`src/rtl/ps_cfg_pkg.sv`:
```
package ps_cfg_pkg;

    typedef enum logic [2:0] {
        ST_IDLE,
        ST_CFG_LOW,
        ST_WAIT_STAT,
        ST_FETCH,
        ST_SHIFT,
        ST_TAIL_KICK,
        ST_TAIL,
        ST_WAIT_CONF
    } ps_state_t;

    function automatic int max3(input int a, input int b, input int c);
        int m;
        m = (a > b) ? a : b;
        return (m > c) ? m : c;
    endfunction

endpackage

```
`src/rtl/ps_sync2.sv`:
```
module ps_sync2 #(
    parameter int W = 2
) (
    input  logic         clk,
    input  logic         rst_n,
    input  logic [W-1:0] d_i,
    output logic [W-1:0] q_o
);
    for (genvar i = 0; i < W; i++) begin : g_bit
        logic meta_q;
        logic stab_q;
        always_ff @(posedge clk or negedge rst_n) begin
            if (!rst_n) begin
                meta_q <= 1'b0;
                stab_q <= 1'b0;
            end else begin
                meta_q <= d_i[i];
                stab_q <= meta_q;
            end
        end
        assign q_o[i] = stab_q;
    end
endmodule

```
`src/rtl/ps_timer.sv`:
```
module ps_timer #(
    parameter int W = 8
) (
    input  logic         clk,
    input  logic         rst_n,
    input  logic         ld_i,
    input  logic [W-1:0] val_i,
    output logic         zero_o
);
    logic [W-1:0] cnt_q;

    always_ff @(posedge clk or negedge rst_n) begin
        if (!rst_n) begin
            cnt_q <= '0;
        end else if (ld_i) begin
            cnt_q <= val_i;
        end else if (cnt_q != '0) begin
            cnt_q <= cnt_q - W'(1);
        end
    end

    assign zero_o = (cnt_q == '0);
endmodule

```
`src/rtl/ps_shift.sv`:
```
module ps_shift #(
    parameter int DIV_HALF = 2
) (
    input  logic       clk,
    input  logic       rst_n,
    input  logic       ld_i,
    input  logic [7:0] byte_i,
    output logic       dclk_o,
    output logic       data_o,
    output logic       idle_o
);
    localparam int DW = (DIV_HALF > 1) ? $clog2(DIV_HALF) : 1;
    localparam logic [DW-1:0] DIV_LAST = DW'(DIV_HALF - 1);

    logic [7:0]    sreg_q;
    logic [2:0]    bit_q;
    logic [DW-1:0] div_q;
    logic          dclk_q;
    logic          act_q;

    always_ff @(posedge clk or negedge rst_n) begin
        if (!rst_n) begin
            sreg_q <= '0;
            bit_q  <= '0;
            div_q  <= '0;
            dclk_q <= 1'b0;
            act_q  <= 1'b0;
        end else if (!act_q) begin
            if (ld_i) begin
                sreg_q <= byte_i;
                bit_q  <= '0;
                div_q  <= '0;
                dclk_q <= 1'b0;
                act_q  <= 1'b1;
            end
        end else if (div_q == DIV_LAST) begin
            div_q <= '0;
            if (!dclk_q) begin
                dclk_q <= 1'b1;
            end else begin
                dclk_q <= 1'b0;
                if (bit_q == 3'd7) begin
                    act_q <= 1'b0;
                end else begin
                    bit_q  <= bit_q + 3'd1;
                    sreg_q <= {1'b0, sreg_q[7:1]};
                end
            end
        end else begin
            div_q <= div_q + DW'(1);
        end
    end

    assign dclk_o = dclk_q;
    assign data_o = sreg_q[0];
    assign idle_o = !act_q;

    // data must not move at the rising clock edge
    a_r4_data_stable_rise: assert property (@(posedge clk) disable iff (!rst_n)
        $rose(dclk_o) |-> $stable(data_o));

    // the serial clock rests low whenever no byte is in flight
    a_r1_clock_rests_low: assert property (@(posedge clk) disable iff (!rst_n)
        idle_o |-> !dclk_o);
endmodule

```
`src/rtl/ps_cfg_seq.sv`:
```
module ps_cfg_seq
    import ps_cfg_pkg::*;
#(
    parameter int DIV_HALF = 2,
    parameter int LOW_CYC  = 10000,
    parameter int STAT_CYC = 40000,
    parameter int DONE_CYC = 400000,
    parameter int CNT_W    = 16
) (
    input  logic             clk,
    input  logic             rst_n,
    input  logic             start_i,
    input  logic [CNT_W-1:0] byte_cnt_i,
    input  logic [7:0]       s_data_i,
    input  logic             s_valid_i,
    output logic             s_ready_o,
    output logic             ncfg_o,
    output logic             dclk_o,
    output logic             data0_o,
    input  logic             nstatus_i,
    input  logic             confdone_i,
    output logic             busy_o,
    output logic             done_o,
    output logic             err_o,
    output logic             tmo_o
);
    localparam int MAXC = max3(LOW_CYC, STAT_CYC, DONE_CYC);
    localparam int TW   = $clog2(MAXC + 1);

    ps_state_t        state_q, state_d;
    logic [CNT_W-1:0] rem_q;
    logic [1:0]       pins_s;
    logic             stat_s, conf_s;
    logic             tmr_ld, tmr_zero;
    logic [TW-1:0]    tmr_val;
    logic             sh_ld, sh_idle;
    logic [7:0]       sh_byte;
    logic             fin_done, fin_err, fin_tmo;
    logic             done_q, err_q, tmo_q;

    ps_sync2 #(.W(2)) u_sync (
        .clk   (clk),
        .rst_n (rst_n),
        .d_i   ({confdone_i, nstatus_i}),
        .q_o   (pins_s)
    );
    assign stat_s = pins_s[0];
    assign conf_s = pins_s[1];

    ps_timer #(.W(TW)) u_timer (
        .clk    (clk),
        .rst_n  (rst_n),
        .ld_i   (tmr_ld),
        .val_i  (tmr_val),
        .zero_o (tmr_zero)
    );

    ps_shift #(.DIV_HALF(DIV_HALF)) u_shift (
        .clk    (clk),
        .rst_n  (rst_n),
        .ld_i   (sh_ld),
        .byte_i (sh_byte),
        .dclk_o (dclk_o),
        .data_o (data0_o),
        .idle_o (sh_idle)
    );

    always_comb begin
        state_d  = state_q;
        tmr_ld   = 1'b0;
        tmr_val  = '0;
        sh_ld    = 1'b0;
        sh_byte  = s_data_i;
        fin_done = 1'b0;
        fin_err  = 1'b0;
        fin_tmo  = 1'b0;
        unique case (state_q)
            ST_IDLE: begin
                if (start_i) begin
                    state_d = ST_CFG_LOW;
                    tmr_ld  = 1'b1;
                    tmr_val = TW'(LOW_CYC);
                end
            end
            ST_CFG_LOW: begin
                if (tmr_zero) begin
                    state_d = ST_WAIT_STAT;
                    tmr_ld  = 1'b1;
                    tmr_val = TW'(STAT_CYC);
                end
            end
            ST_WAIT_STAT: begin
                if (stat_s) begin
                    state_d = (rem_q == '0) ? ST_TAIL_KICK : ST_FETCH;
                end else if (tmr_zero) begin
                    state_d = ST_IDLE;
                    fin_tmo = 1'b1;
                end
            end
            ST_FETCH: begin
                if (s_valid_i) begin
                    sh_ld   = 1'b1;
                    state_d = ST_SHIFT;
                end
            end
            ST_SHIFT: begin
                if (sh_idle) begin
                    state_d = (rem_q == '0) ? ST_TAIL_KICK : ST_FETCH;
                end
            end
            ST_TAIL_KICK: begin
                sh_ld   = 1'b1;
                sh_byte = 8'hFF;
                state_d = ST_TAIL;
            end
            ST_TAIL: begin
                if (sh_idle) begin
                    state_d = ST_WAIT_CONF;
                    tmr_ld  = 1'b1;
                    tmr_val = TW'(DONE_CYC);
                end
            end
            ST_WAIT_CONF: begin
                if (!stat_s) begin
                    state_d = ST_IDLE;
                    fin_err = 1'b1;
                end else if (conf_s) begin
                    state_d  = ST_IDLE;
                    fin_done = 1'b1;
                end else if (tmr_zero) begin
                    state_d = ST_IDLE;
                    fin_tmo = 1'b1;
                end
            end
            default: state_d = ST_IDLE;
        endcase
    end

    // state register and byte counter
    always_ff @(posedge clk or negedge rst_n) begin
        if (!rst_n) begin
            state_q <= ST_IDLE;
            rem_q   <= '0;
        end else begin
            state_q <= state_d;
            if (state_q == ST_IDLE && start_i) begin
                rem_q <= byte_cnt_i;
            end else if (state_q == ST_FETCH && s_valid_i) begin
                rem_q <= rem_q - CNT_W'(1);
            end
        end
    end

    // result outputs
    always_ff @(posedge clk or negedge rst_n) begin
        if (!rst_n) begin
            done_q <= 1'b0;
            err_q  <= 1'b0;
            tmo_q  <= 1'b0;
        end else if (state_q == ST_IDLE && start_i) begin
            done_q <= 1'b0;
            err_q  <= 1'b0;
            tmo_q  <= 1'b0;
        end else begin
            if (fin_done) done_q <= 1'b1;
            if (fin_err)  err_q  <= 1'b1;
            if (fin_tmo)  tmo_q  <= 1'b1;
        end
    end

    assign ncfg_o    = (state_q != ST_CFG_LOW);
    assign s_ready_o = (state_q == ST_FETCH);
    assign busy_o    = (state_q != ST_IDLE);
    assign done_o    = done_q;
    assign err_o     = err_q;
    assign tmo_o     = tmo_q;

    // at most one result flag
    a_r10_status_onehot: assert property (@(posedge clk) disable iff (!rst_n)
        $onehot0({done_o, err_o, tmo_o}));

    // results hold while idle with no start
    a_r10_status_hold: assert property (@(posedge clk) disable iff (!rst_n)
        (!busy_o && !start_i) |=> $stable({done_o, err_o, tmo_o}));

    // idle pins
    a_r1_idle_lines: assert property (@(posedge clk) disable iff (!rst_n)
        !busy_o |-> (ncfg_o && !dclk_o && !s_ready_o));

    // no serial clock before the status handshake
    a_r3_no_clock_before_status: assert property (@(posedge clk) disable iff (!rst_n)
        (state_q == ST_CFG_LOW || state_q == ST_WAIT_STAT) |-> !dclk_o);

    // trailing clocks carry ones
    a_r5_tail_data_one: assert property (@(posedge clk) disable iff (!rst_n)
        (state_q == ST_TAIL) |-> data0_o);

    // a byte is requested only with the clock low
    a_r6_ready_clock_low: assert property (@(posedge clk) disable iff (!rst_n)
        s_ready_o |-> !dclk_o);

    // a start while busy never restarts the request pulse
    a_r11_start_ignored: assert property (@(posedge clk) disable iff (!rst_n)
        (busy_o && ncfg_o && start_i) |=> ncfg_o);
endmodule

```
`config.mk`:
```
export PLATFORM = sky130hd
export DESIGN_NAME = ps_cfg_seq
export DESIGN_NICKNAME = d
export VERILOG_FILES = /design/src/rtl/ps_cfg_pkg.sv /design/src/rtl/ps_sync2.sv /design/src/rtl/ps_timer.sv /design/src/rtl/ps_shift.sv /design/src/rtl/ps_cfg_seq.sv
export SDC_FILE = /design/constraint.sdc
export NUM_CORES = 1
export LEC_CHECK = 0
export BUFFER_PORTS_ARGS = -buffer_cell sky130_fd_sc_hd__buf_2
export CORE_ASPECT_RATIO = 0.6
export CORE_MARGIN = 8
export CORE_UTILIZATION = 52
export CTS_CLUSTER_SIZE = 14
export DETAILED_ROUTE_END_ITERATION = 8
export GPL_TIMING_DRIVEN = 1
export HOLD_SLACK_MARGIN = 0.03
export PLACE_DENSITY_LB_ADDON = 0.3
export SLEW_MARGIN = 10
export SYNTH_ARGS = -nofsm -noshare
export SYNTH_HDL_FRONTEND = slang
export SYNTH_SLANG_ARGS = --single-unit
```
`constraint.sdc`:
```
create_clock -name clk -period 1.8 [get_ports clk]
set_input_delay 0.36 -clock clk [delete_from_list [all_inputs] [get_ports clk]]
set_output_delay 0.36 -clock clk [all_outputs]
set_load 0.02 [all_outputs]
```
==> impl_results.md <==
* Syn nets at 383
* Critical-path cell list: or4_4 -> nor4_4 -> nand3_1 -> a221oi_2 -> o21ai_1
* Largest net degree at the start of global routing at 60
* Slowest CP cell: or4_4
* Drt pass-1 iters at 5
* Via-per-instance ratio at 5.674
* Max clock buf depth at 2
* Final Cycle Share at 110.6%
* Delay-heaviest family, CP: simple AND/OR/NAND/NOR gates
* Synth unique cells at 58
* Via count at 3064
* Async set-or-reset flop fraction in the synthesized netlist at 100.0%
* Max-slew violations at 0
* Seq/Total Area, Yosys at 46.35%
* Dpl hpwl at 5933 µm
* Largest family of logic cells by synthesized area: simple AND/OR/NAND/NOR gates
* CTS sink count at 59
* Outcome: finished with violations
* CP startpoint kind: register
* Synth Cell Area at ~3200 µm²
* Post-synthesis adder-cell area fraction at approximately 1.6%
* Routed Antenna Nets at 0
* Global-route wire length before repair at 14120 µm
* Busiest grt layer: met2
* Crit Path Max Fanout at 4
* Met3 usage at 5.459%
* N_diodes at 0
* # H-tree levels at 3
* Row cnt at 22
* Die area at 8969 µm²
* Area growth from synthesis to layout at 38.57%
* VDD IR max at 0.0009253 V
* MaxCap Viol Count at 0
* Global Route met1 Usage at ~27%
* I/O Pins at 38
* Core Region at 6028 µm²
* Later-pin clock latency in the skew report at about 0.34 ns
* YS warnings at 0
* Post-DR wirelength/cell at 16.25 µm
* Port Buffers at 37
* RSZ-0062 raised after global routing: yes
* Root Driver: clkbuf_8
* Post-synth top area share at 46.35%
* Chip width at 117.0 µm
* Area leader, netlist: dfrtp_1
* Slew HR at between 70% and 80%
* CP max stage delay at just under 0.6 ns
* Synth Area in XOR/XNOR at 7.148%
* Die Y at 76.63 µm
* Max frequency at 0.5025 GHz
* Worst-Margin Slew at 0.3795 ns
* Final WL at 8776 µm
* Number of enable flip-flop cells after synthesis at 0
* GP Congestion at 0.9208
* WP data required at between 2 and 2.5 ns
* Num CTS Buffers at 9
* Post-Syn Instances at 349
* Post-synthesis mux area share at 0.3142%
* Clock transition at path regs at 0.07 ns
* Dpl ws at -0.1531 ns
* Tot GR Track Use at 19.81%
* Layout cells sized above 1 at 36.62%
* Fin nets at ~490
* CTS tree: yes
* Final Worst Setup Slack at -0.1901 ns
* Power per cell area at 1600 nW/µm²
* P_leak at ~1.9 nW
* DRC viols at 0
* Dominant synthesized flop cell: dfrtp_1
* Min Hold Slack at about 0.13 ns
* Min-Delay Path Class: in -> reg
* Final Cell Area at between 4000 and 5000 µm²
* Compound-Gate Fraction of Synth Area at 16.61%
* Final min period at approximately 2 ns
* Initial antenna violation count at 0
* Synth Area per Inst at 9.128 µm²
* Final setup violation count at 12
* Placed instance area at 3906 µm²
* Number of synthesized register bits at 59
* Filler cell count at roughly 400
* Crit path DAT at between 2 and 2.5 ns
* Gr ovfl total at 0
* Buffers & Inverters on Critical Path at 0
* CP endpoint kind: register
* Failing checks: negative setup slack
* Grt met2 use at 29.58%
* Initial drt markers at 220
* Final hold viol count at 0
* Starting density of the core at 52.84%
* Post-Synth Simple-Gate Area at 24.98%
* Setup Skew at 0.008743 ns
* Top post-synthesis cells by area: dfrtp_1 46%, nand2_1 5.7%, o21ai_0 5.2%, xor2_1 4.1%, nor2_1 3.9%
* Worst Setup Path Type: reg -> reg
* Vias in the first global route at 2950
## cell type report
| class | instances | area, µm² | share of cell area [%] |
|---|---|---|---|
| clock buffer | 13 | 168.9 | 3.827 |
| clock inverter | 2 | 10.01 | 0.2268 |
| inverter | 8 | 30.03 | 0.6803 |
| multi-input combinational | 265 | 1800 | 40.79 |
| sequential | 59 | 1479 | 33.50 |
| tap | 84 | 105.1 | 2.381 |
| timing repair buffer | 109 | 820.8 | 18.59 |
## power by group
group          switching, mW  total [mW]  internal [mW]
Sequential             0.416        2.20           1.78
Clock                  0.501        1.10          0.600
Combinational           1.90        3.76           1.86
## repair_timing
| item | in CTS | in global routing |
|---|---|---|
| cloned | 0 | 1 |
| gates resized for setup | 27 | 25 |
| setup buffers | 10 | 5 |
| endpoints found under the hold margin | 5 | 0 |
| hold buffers | 1 | 0 |
| setup endpoints to repair | 26 | 38 |
| pin swaps | 11 | 14 |
## logic make-up (layout without fill, tap and decap cells)
logic type               Yosys count  count (layout)
flip-flops                        59              59
AND/OR/NAND/NOR                  147             147
buffers and inverters             25             132
adder cells (fa/ha/maj)            4               4
XOR/XNOR                          26              26
AO/OA/AOI/OAI                     87              87
multiplexers                       1               1
## synthesized netlist by cell type, types with 5 or more instances
master / instances
nand3_1: 10
inv_1: 8
xor2_1: 15
nor2_1: 33
nand2_1: 48
nand3b_1: 5
o21ai_0: 33
o21ai_1: 6
clkbuf_1: 14
nor4_1: 6
o22ai_1: 9
nor3_1: 8
xnor2_1: 11
a21oi_1: 13
dfrtp_1: 59
## per-stage QoR
| stage | cells | utilization [%] | setup TNS, ns | total power [mW] |
|---|---|---|---|---|
| floorplan | 349 | - | -0.07795 | 4.013 |
| global placement | 511 | 64.80 | -0.2876 | 5.187 |
| detailed placement | 511 | 64.80 | -1.259 | 5.310 |
| CTS | 535 | 70.71 | -0.7301 | 6.691 |
| global route | 540 | 73.23 | -2.374 | 7.563 |
| finish | 540 | 73.23 | -1.022 | 7.062 |
## layout by cell type, fill, tap and decap left out, types with 7 or more instances in the layout
master / n
xnor2_1: 11
buf_2: 34
nand3_1: 9
dfrtp_1: 57
nor2_1: 31
nor3_1: 7
clkbuf_8: 12
nand2_1: 47
a21oi_1: 11
o21ai_1: 8
o22ai_1: 9
o21ai_0: 30
buf_4: 63
xor2_1: 15
## path summary, 6_finish.rpt
kind                                             startpoint                          endpoint  slack [ns]  cells after the start
setup / recovery                       rem_q[7]$_DFFE_PN0P_            state_q[1]$_DFFE_PN0P_       -0.19                      5
hold / removal                                    nstatus_i  u_sync.g_bit[0].meta_q$_DFF_PN0_        0.13                      1
setup reg to reg                       rem_q[7]$_DFFE_PN0P_            state_q[1]$_DFFE_PN0P_       -0.19                      5
hold reg to reg            u_sync.g_bit[0].meta_q$_DFF_PN0_  u_sync.g_bit[0].stab_q$_DFF_PN0_        0.35                      0
max in group asynchronous                             rst_n            state_q[2]$_DFFE_PN0P_        0.99                      3
min in group asynchronous                             rst_n         u_shift.div_q$_DFFE_PN0P_        0.55                      3
## state kept, by name, indices dropped and copies added (netlist names), 2 cells and up
name / cells
state_q: 3
u_shift.bit_q: 3
rem_q: 16
u_timer.cnt_q: 19
u_sync.g_bit.stab_q: 2
u_sync.g_bit.meta_q: 2
u_shift.sreg_q: 8
## routing by layer
layer | vias to the layer above | share of wire [%]
met3 | 26 | 6.6
met5 | - | 0
met1 | 1469 | 44
met2 | 119 | 47
met4 | 0 | 2.2
li1 | 1450 | -
No activity file was read; power rests on OpenSTA's default activity.
